$ cat src/rtl/txq_pkg.sv
`timescale 1ns/1ps
package txq_pkg;

    localparam int WORD_W    = 32;
    localparam int BYTE_W    = 8;
    localparam int LANES     = WORD_W / BYTE_W;
    localparam int OFF_LSB   = 16;
    localparam int OFF_W     = WORD_W - OFF_LSB;

    // status word flag positions (software decodes these)
    localparam int SOP_BIT   = 31;
    localparam int EOP_BIT   = 30;
    localparam int OWN_BIT   = 29;
    localparam int EOQ_BIT   = 28;

    typedef logic [WORD_W-1:0] word_t;

    typedef struct packed {
        word_t link;   // word 0: next descriptor
        word_t bufp;   // word 1: buffer byte address
        word_t span;   // word 2: offset | length
        word_t stat;   // word 3: flags | packet length
    } desc_t;

    typedef enum logic [2:0] {
        ST_IDLE,
        ST_FETCH,
        ST_LOAD,
        ST_SEND,
        ST_WBACK
    } eng_state_t;

    function automatic logic [BYTE_W-1:0] pick_byte(input word_t w, input logic [1:0] lane);
        return w[BYTE_W*lane +: BYTE_W];
    endfunction

    function automatic word_t status_wb(input word_t stat, input logic end_of_queue);
        word_t r;
        r = stat;
        r[OWN_BIT] = 1'b0;
        r[EOQ_BIT] = end_of_queue;
        return r;
    endfunction

endpackage

$ cat src/rtl/txq_cmpl.sv
`timescale 1ns/1ps
module txq_cmpl #(
    parameter int ADDR_W = 32
) (
    input  logic              clk,
    input  logic              rst,
    input  logic              cmpl,
    input  logic [ADDR_W-1:0] cmpl_addr,
    input  logic              cp_we,
    input  logic [ADDR_W-1:0] cp_wdata,
    output logic              irq,
    output logic [ADDR_W-1:0] done_desc
);

    logic              irq_q;
    logic [ADDR_W-1:0] done_q;

    // a new completion wins over a same-cycle acknowledge
    always_ff @(posedge clk) begin
        if (rst) begin
            irq_q  <= 1'b0;
            done_q <= '0;
        end else if (cmpl) begin
            irq_q  <= 1'b1;
            done_q <= cmpl_addr;
        end else if (cp_we && (cp_wdata == done_q)) begin
            irq_q  <= 1'b0;
        end
    end

    assign irq       = irq_q;
    assign done_desc = done_q;

endmodule

$ cat src/rtl/txq_engine.sv
`timescale 1ns/1ps
module txq_engine
    import txq_pkg::*;
#(
    parameter int ADDR_W = 32,
    parameter int LEN_W  = 16
) (
    input  logic                clk,
    input  logic                rst,
    input  logic                tx_enable,
    input  logic                hdp_we,
    input  logic [ADDR_W-1:0]   hdp_wdata,
    output logic [ADDR_W-1:0]   hdp_value,
    output logic                mem_req,
    output logic                mem_we,
    output logic [ADDR_W-3:0]   mem_addr,
    output word_t               mem_wdata,
    input  word_t               mem_rdata,
    input  logic                mem_ack,
    output logic                tx_valid,
    output logic [BYTE_W-1:0]   tx_data,
    output logic                tx_last,
    input  logic                tx_ready,
    output logic                cmpl,
    output logic [ADDR_W-1:0]   cmpl_addr
);

    localparam int MEM_AW = ADDR_W - 2;

    eng_state_t        state;
    logic [ADDR_W-1:0] head_q;
    logic [1:0]        widx;
    desc_t             dsc;
    logic [ADDR_W-1:0] cur_q;
    logic [LEN_W-1:0]  left_q;
    word_t             word_q;

    logic [ADDR_W-1:0] link_a;
    logic [LEN_W-1:0]  fetch_len;
    logic [ADDR_W-1:0] fetch_start;

    assign link_a      = dsc.link[ADDR_W-1:0];
    assign fetch_len   = dsc.span[LEN_W-1:0];
    assign fetch_start = dsc.bufp[ADDR_W-1:0] + ADDR_W'(dsc.span[OFF_LSB +: OFF_W]);

    always_ff @(posedge clk) begin
        if (rst) begin
            state     <= ST_IDLE;
            head_q    <= '0;
            widx      <= '0;
            dsc       <= '0;
            cur_q     <= '0;
            left_q    <= '0;
            word_q    <= '0;
            cmpl      <= 1'b0;
            cmpl_addr <= '0;
        end else begin
            cmpl <= 1'b0;
            unique case (state)
                ST_IDLE: begin
                    if (hdp_we) begin
                        head_q <= hdp_wdata;
                    end else if (tx_enable && (head_q != '0)) begin
                        widx  <= '0;
                        state <= ST_FETCH;
                    end
                end
                ST_FETCH: begin
                    if (mem_ack) begin
                        unique case (widx)
                            2'd0: dsc.link <= mem_rdata;
                            2'd1: dsc.bufp <= mem_rdata;
                            2'd2: dsc.span <= mem_rdata;
                            default: dsc.stat <= mem_rdata;
                        endcase
                        if (widx == 2'd3) begin
                            if (!mem_rdata[OWN_BIT]) begin
                                head_q <= '0;
                                state  <= ST_IDLE;
                            end else begin
                                cur_q  <= fetch_start;
                                left_q <= fetch_len;
                                state  <= (fetch_len == '0) ? ST_WBACK : ST_LOAD;
                            end
                        end else begin
                            widx <= widx + 2'd1;
                        end
                    end
                end
                ST_LOAD: begin
                    if (mem_ack) begin
                        word_q <= mem_rdata;
                        state  <= ST_SEND;
                    end
                end
                ST_SEND: begin
                    if (tx_ready) begin
                        cur_q  <= cur_q + ADDR_W'(1);
                        left_q <= left_q - LEN_W'(1);
                        if (left_q == LEN_W'(1)) begin
                            state <= ST_WBACK;
                        end else if (cur_q[1:0] == 2'd3) begin
                            state <= ST_LOAD;
                        end
                    end
                end
                ST_WBACK: begin
                    if (mem_ack) begin
                        cmpl      <= 1'b1;
                        cmpl_addr <= head_q;
                        widx      <= '0;
                        if (link_a == '0) begin
                            head_q <= '0;
                            state  <= ST_IDLE;
                        end else begin
                            head_q <= link_a;
                            state  <= ST_FETCH;
                        end
                    end
                end
                default: state <= ST_IDLE;
            endcase
        end
    end

    always_comb begin
        mem_req  = 1'b0;
        mem_we   = 1'b0;
        mem_addr = '0;
        unique case (state)
            ST_FETCH: begin
                mem_req  = 1'b1;
                mem_addr = head_q[ADDR_W-1:2] + MEM_AW'(widx);
            end
            ST_LOAD: begin
                mem_req  = 1'b1;
                mem_addr = cur_q[ADDR_W-1:2];
            end
            ST_WBACK: begin
                mem_req  = 1'b1;
                mem_we   = 1'b1;
                mem_addr = head_q[ADDR_W-1:2] + MEM_AW'(3);
            end
            default: ;
        endcase
    end

    assign mem_wdata = status_wb(dsc.stat, link_a == '0);
    assign hdp_value = head_q;
    assign tx_valid  = (state == ST_SEND);
    assign tx_data   = pick_byte(word_q, cur_q[1:0]);
    assign tx_last   = (state == ST_SEND) && (left_q == LEN_W'(1));

endmodule

$ cat src/rtl/txq_dma.sv
`timescale 1ns/1ps
module txq_dma
    import txq_pkg::*;
#(
    parameter int ADDR_W = 32,
    parameter int LEN_W  = 16
) (
    input  logic                clk,
    input  logic                rst,
    input  logic                tx_enable,
    input  logic                hdp_we,
    input  logic [ADDR_W-1:0]   hdp_wdata,
    output logic [ADDR_W-1:0]   hdp_value,
    input  logic                cp_we,
    input  logic [ADDR_W-1:0]   cp_wdata,
    output logic                irq,
    output logic [ADDR_W-1:0]   done_desc,
    output logic                mem_req,
    output logic                mem_we,
    output logic [ADDR_W-3:0]   mem_addr,
    output logic [WORD_W-1:0]   mem_wdata,
    input  logic [WORD_W-1:0]   mem_rdata,
    input  logic                mem_ack,
    output logic                tx_valid,
    output logic [BYTE_W-1:0]   tx_data,
    output logic                tx_last,
    input  logic                tx_ready
);

    logic              cmpl_pulse;
    logic [ADDR_W-1:0] cmpl_addr;

    txq_engine #(.ADDR_W(ADDR_W), .LEN_W(LEN_W)) u_engine (
        .clk       (clk),
        .rst       (rst),
        .tx_enable (tx_enable),
        .hdp_we    (hdp_we),
        .hdp_wdata (hdp_wdata),
        .hdp_value (hdp_value),
        .mem_req   (mem_req),
        .mem_we    (mem_we),
        .mem_addr  (mem_addr),
        .mem_wdata (mem_wdata),
        .mem_rdata (mem_rdata),
        .mem_ack   (mem_ack),
        .tx_valid  (tx_valid),
        .tx_data   (tx_data),
        .tx_last   (tx_last),
        .tx_ready  (tx_ready),
        .cmpl      (cmpl_pulse),
        .cmpl_addr (cmpl_addr)
    );

    txq_cmpl #(.ADDR_W(ADDR_W)) u_cmpl (
        .clk       (clk),
        .rst       (rst),
        .cmpl      (cmpl_pulse),
        .cmpl_addr (cmpl_addr),
        .cp_we     (cp_we),
        .cp_wdata  (cp_wdata),
        .irq       (irq),
        .done_desc (done_desc)
    );

endmodule

$ cat config.mk
export PLATFORM = sky130hd
export DESIGN_NAME = txq_dma
export DESIGN_NICKNAME = d
export VERILOG_FILES = /design/src/rtl/txq_pkg.sv /design/src/rtl/txq_cmpl.sv /design/src/rtl/txq_engine.sv /design/src/rtl/txq_dma.sv
export SDC_FILE = /design/constraint.sdc
export NUM_CORES = 1
export LEC_CHECK = 0
export CORE_UTILIZATION = 25
export CTS_CLUSTER_SIZE = 12
export DETAILED_ROUTE_END_ITERATION = 7
export HOLD_SLACK_MARGIN = 0.08
export SYNTH_ARGS = -nofsm -noshare
export SYNTH_HDL_FRONTEND = slang
export SYNTH_SLANG_ARGS = --single-unit
$ cat constraint.sdc
create_clock -name clk -period 2.7 [get_ports clk]
set_input_delay 0.27 -clock clk [delete_from_list [all_inputs] [get_ports clk]]
set_output_delay 0.27 -clock clk [all_outputs]
set_load 0.01 [all_outputs]
==> flow_summary.json <==
{
  "status": "finished with violations",
  "failed_checks": "setup timing",
  "rr_endpoint": "u_engine.cur_q[26]$_SDFFE_PP0P_",
  "ctsHoldBuffers": 0,
  "ant_nets": 0,
  "finalCriticalPeriod_ps": 3020,
  "clock_latency_ps": 550,
  "ir_drop_v": 0.000365,
  "power_density_mw_per_mm2": 622,
  "period_share_pct": 112,
  "worstHoldStart": "rst",
  "holdWs_ps": 193,
  "cp-start-kind": "flop",
  "num_rows": 91,
  "place_area_sq_mm": 0.0193,
  "rsz0062_at_grt": "true",
  "max_cap_viol_count": 0,
  "fmax_ghz": 0.332,
  "critPathRequiredTime_ps": 2430,
  "clockBufferDepth": 3,
  "clockRootBuffer": "clkbuf_16",
  "cts_buffers": 37,
  "hold_class": "primary input to flop",
  "worstHoldPathCells": 2,
  "worstPathArrival_ps": 2750,
  "end_kind": "output pin",
  "clk_pin_slew_ps": 60,
  "dp_cells": 3067,
  "place_ws_ps": -567,
  "syn_avg_cell_area_sq_um": 7.62,
  "holdPathEnd": "u_cmpl.done_desc[25]$_SDFFE_PP0P_",
  "htree_num_levels": 2,
  "num_antenna_cells": 0,
  "final.setup_skew_ps": 14.9,
  "reg2reg_slack_ps": 140,
  "power.leakage_nw": 6.95,
  "synthesis.area_sq_mm": 0.0156,
  "ioPinCount": 242,
  "ff2ff_path_depth": 15,
  "io_buffer_count": 240,
  "via_per_inst": 5.13,
  "dieArea_sq_mm": 0.0635,
  "start_util_pct": 25.3,
  "antenna_found_initial": 0,
  "final_util_pct": 33.6,
  "post-dp-hpwl_mm": 46.8,
  "ys_ff_latch": 309,
  "grt_pass1_vias": 15200,
  "max_slew_margin_pct": 12.9,
  "synth_edf_count": 0,
  "worstMarginPinSlew_ps": 1300,
  "hold_violations": 0,
  "drt_iter0_markers": 1497,
  "overflow": 0,
  "syn2layout_area_growth_pct": 32.8,
  "firstDrtPassIters": 5,
  "postSynth.asyncResetShare_pct": 0,
  "drive_gt1_share_pct": 12.4,
  "grt_max_degree": 156,
  "tritoncts": "built",
  "cts_sinks": 309,
  "routed_wl_mm": 62.6,
  "setup_viol": 27,
  "wire_per_inst_um": 19.9,
  "ys_types": 75,
  "ys_warn_count": 0,
  "stdcell_area_sq_mm": 0.0207,
  "vias": 16100,
  "setup_ws_ps": -315,
  "drc": 0,
  "grt_pass1_wl_mm": 93.5,
  "path_class": "flop to output pin",
  "syn_nets": 2180,
  "startpoint": "u_engine.state[1]$_SDFFE_PP0P_",
  "yosysSeqAreaShare_pct": 39.6,
  "r2r_start": "u_engine.state[2]$_SDFFE_PP0P_",
  "die_w_um": 252,
  "die_y_um": 252,
  "stdcell_count": 3144,
  "cp_max_fo": 6,
  "synthFlopType": "dfxtp_1",
  "gp_congestion": 0.900,
  "fp.coreArea_sq_mm": 0.0617,
  "synth_cells": 2049,
  "nNetsFinal": 2411,
  "maxSlewViolCount": 0,
  "grt_usage_pct": 19.0
}
final cells by class:
class	instances	area, sq um
fill	6512	41000
multi-input combinational	1532	8790
tap	837	1050
sequential	309	6190
timing repair buffer	371	3360
clock inverter	11	136
clock buffer	55	1100
inverter	29	109
how the worst max path moves through the flow:
| stage | endpoint | slack (ps) | depth (start not counted) |
|---|---|---|---|
| 3_3_place_gp | mem_addr[18] | -470 | 13 |
| 4_1_cts | mem_addr[17] | -340 | 12 |
| 2_1_floorplan | mem_addr[16] | 30 | 10 |
| 5_1_grt | mem_addr[28] | -440 | 12 |
| 3_5_place_dp | mem_addr[18] | -570 | 13 |
| 6_report | mem_addr[28] | -320 | 12 |
sequential cells by signal, indices dropped and copies added, names as in the netlist, 2 cells and up:
| signal | count |
|---|---|
| u_engine.cur_q | 32 |
| u_engine.state | 3 |
| u_engine.word_q | 32 |
| u_engine.left_q | 16 |
| u_engine.dsc | 64 |
| u_engine.link_a | 32 |
| u_cmpl.done_desc | 32 |
| u_engine.cmpl_addr | 32 |
| u_engine.hdp_value | 32 |
| u_engine.widx | 2 |
| u_engine.mem_wdata | 30 |
cell usage after synthesis (all sizes together), types with 4 or more instances:
cell / number / area share [%]
and2: 8 / 0.32
nand4: 37 / 1.5
or2: 7 / 0.28
and3: 16 / 0.64
o211ai: 7 / 0.34
clkbuf: 125 / 3.0
a31oi: 7 / 0.28
or4: 8 / 0.38
buf: 54 / 2.1
nor3: 34 / 1.1
xnor2: 52 / 2.9
a2111oi: 4 / 0.22
o21ai: 83 / 2.7
a311oi: 6 / 0.38
a21o: 11 / 0.53
or3: 7 / 0.28
a211oi: 42 / 2.0
a221oi: 4 / 0.22
o21a: 8 / 0.38
o41ai: 4 / 0.22
nor2b: 5 / 0.20
dfxtp: 309 / 40
a22oi: 40 / 1.9
mux4: 8 / 1.2
nor4: 31 / 1.3
inv: 28 / 0.67
a21oi: 251 / 8.0
xor2: 27 / 1.5
ha: 26 / 2.1
nor3b: 4 / 0.19
nand2b: 6 / 0.24
o22ai: 12 / 0.48
o31ai: 11 / 0.53
nand2: 488 / 12
mux2i: 38 / 2.4
nor2: 148 / 3.6
and4: 10 / 0.56
nand3: 37 / 1.2
per-layer routing:
layer	wire (um)	track usage (%)	up-vias
li1	-	-	7610
met1	27100	25.4	7772
met2	29000	30.9	633
met3	4550	3.04	113
met4	2030	6.79	0
met5	0	0	-
logic make-up after synthesis:
logic type | synth area share [%]
compound gates | 20.2
other cells | 0.0240
buf+inv | 5.85
xor+xnor | 4.43
fa+ha+maj | 2.34
mux | 3.66
flops | 39.6
simple gates | 23.9
critical path, stage by stage (launching register included):
cell     delay, ps
dfxtp_2        340
nor3_4         210
or2_4          160
ha_4           120
inv_2           40
fa_2           380
nor3_2         140
buf_6          180
nand3_4        100
nor2_4         160
xnor2_2         70
o21ai_1        130
buf_2          140
timing repair:
| action | CTS | global route |
|---|---|---|
| pin swaps | 24 | 12 |
| setup buffers | 9 | 4 |
| setup endpoints to repair | 33 | 35 |
| gates resized for setup | 178 | 27 |
through the flow:
stage,power [mW],TNS (ps)
global route,13.4,-7750
CTS,13.0,-5270
finish,12.9,-4740
global placement,7.78,-5460
floorplan,6.30,0
detailed placement,7.82,-6380
cells in the final DEF, fill, tap and decap left out, types with 9 or more instances in the layout:
cell / netlist / final
nand2_1: 487 / 484
dfxtp_1: 309 / 305
a21oi_1: 251 / 249
clkdlybuf4s50_1: 0 / 206
nor2_1: 148 / 140
buf_4: 31 / 118
o21ai_0: 81 / 61
xnor2_1: 52 / 49
a211oi_1: 42 / 42
a22oi_1: 40 / 40
mux2i_1: 38 / 38
clkbuf_16: 0 / 38
nand4_1: 37 / 37
nand3_1: 36 / 32
nor3_1: 34 / 30
nor4_1: 30 / 27
xor2_1: 27 / 27
inv_1: 28 / 25
ha_1: 26 / 24
o21ai_1: 2 / 21
buf_2: 13 / 20
and3_1: 16 / 15
buf_6: 0 / 13
o22ai_1: 12 / 12
a21o_1: 11 / 11
o31ai_1: 11 / 11
and4_1: 10 / 10
clkbuf_8: 0 / 9
power breakdown:
| group | internal, mW | leakage [nW] | switching, mW |
|---|---|---|---|
| logic | 1.18 | 3.86 | 1.68 |
| registers | 4.77 | 2.50 | 0.182 |
| clock network | 3.04 | 0.596 | 2.07 |
Power figures use the tool's default switching activity.
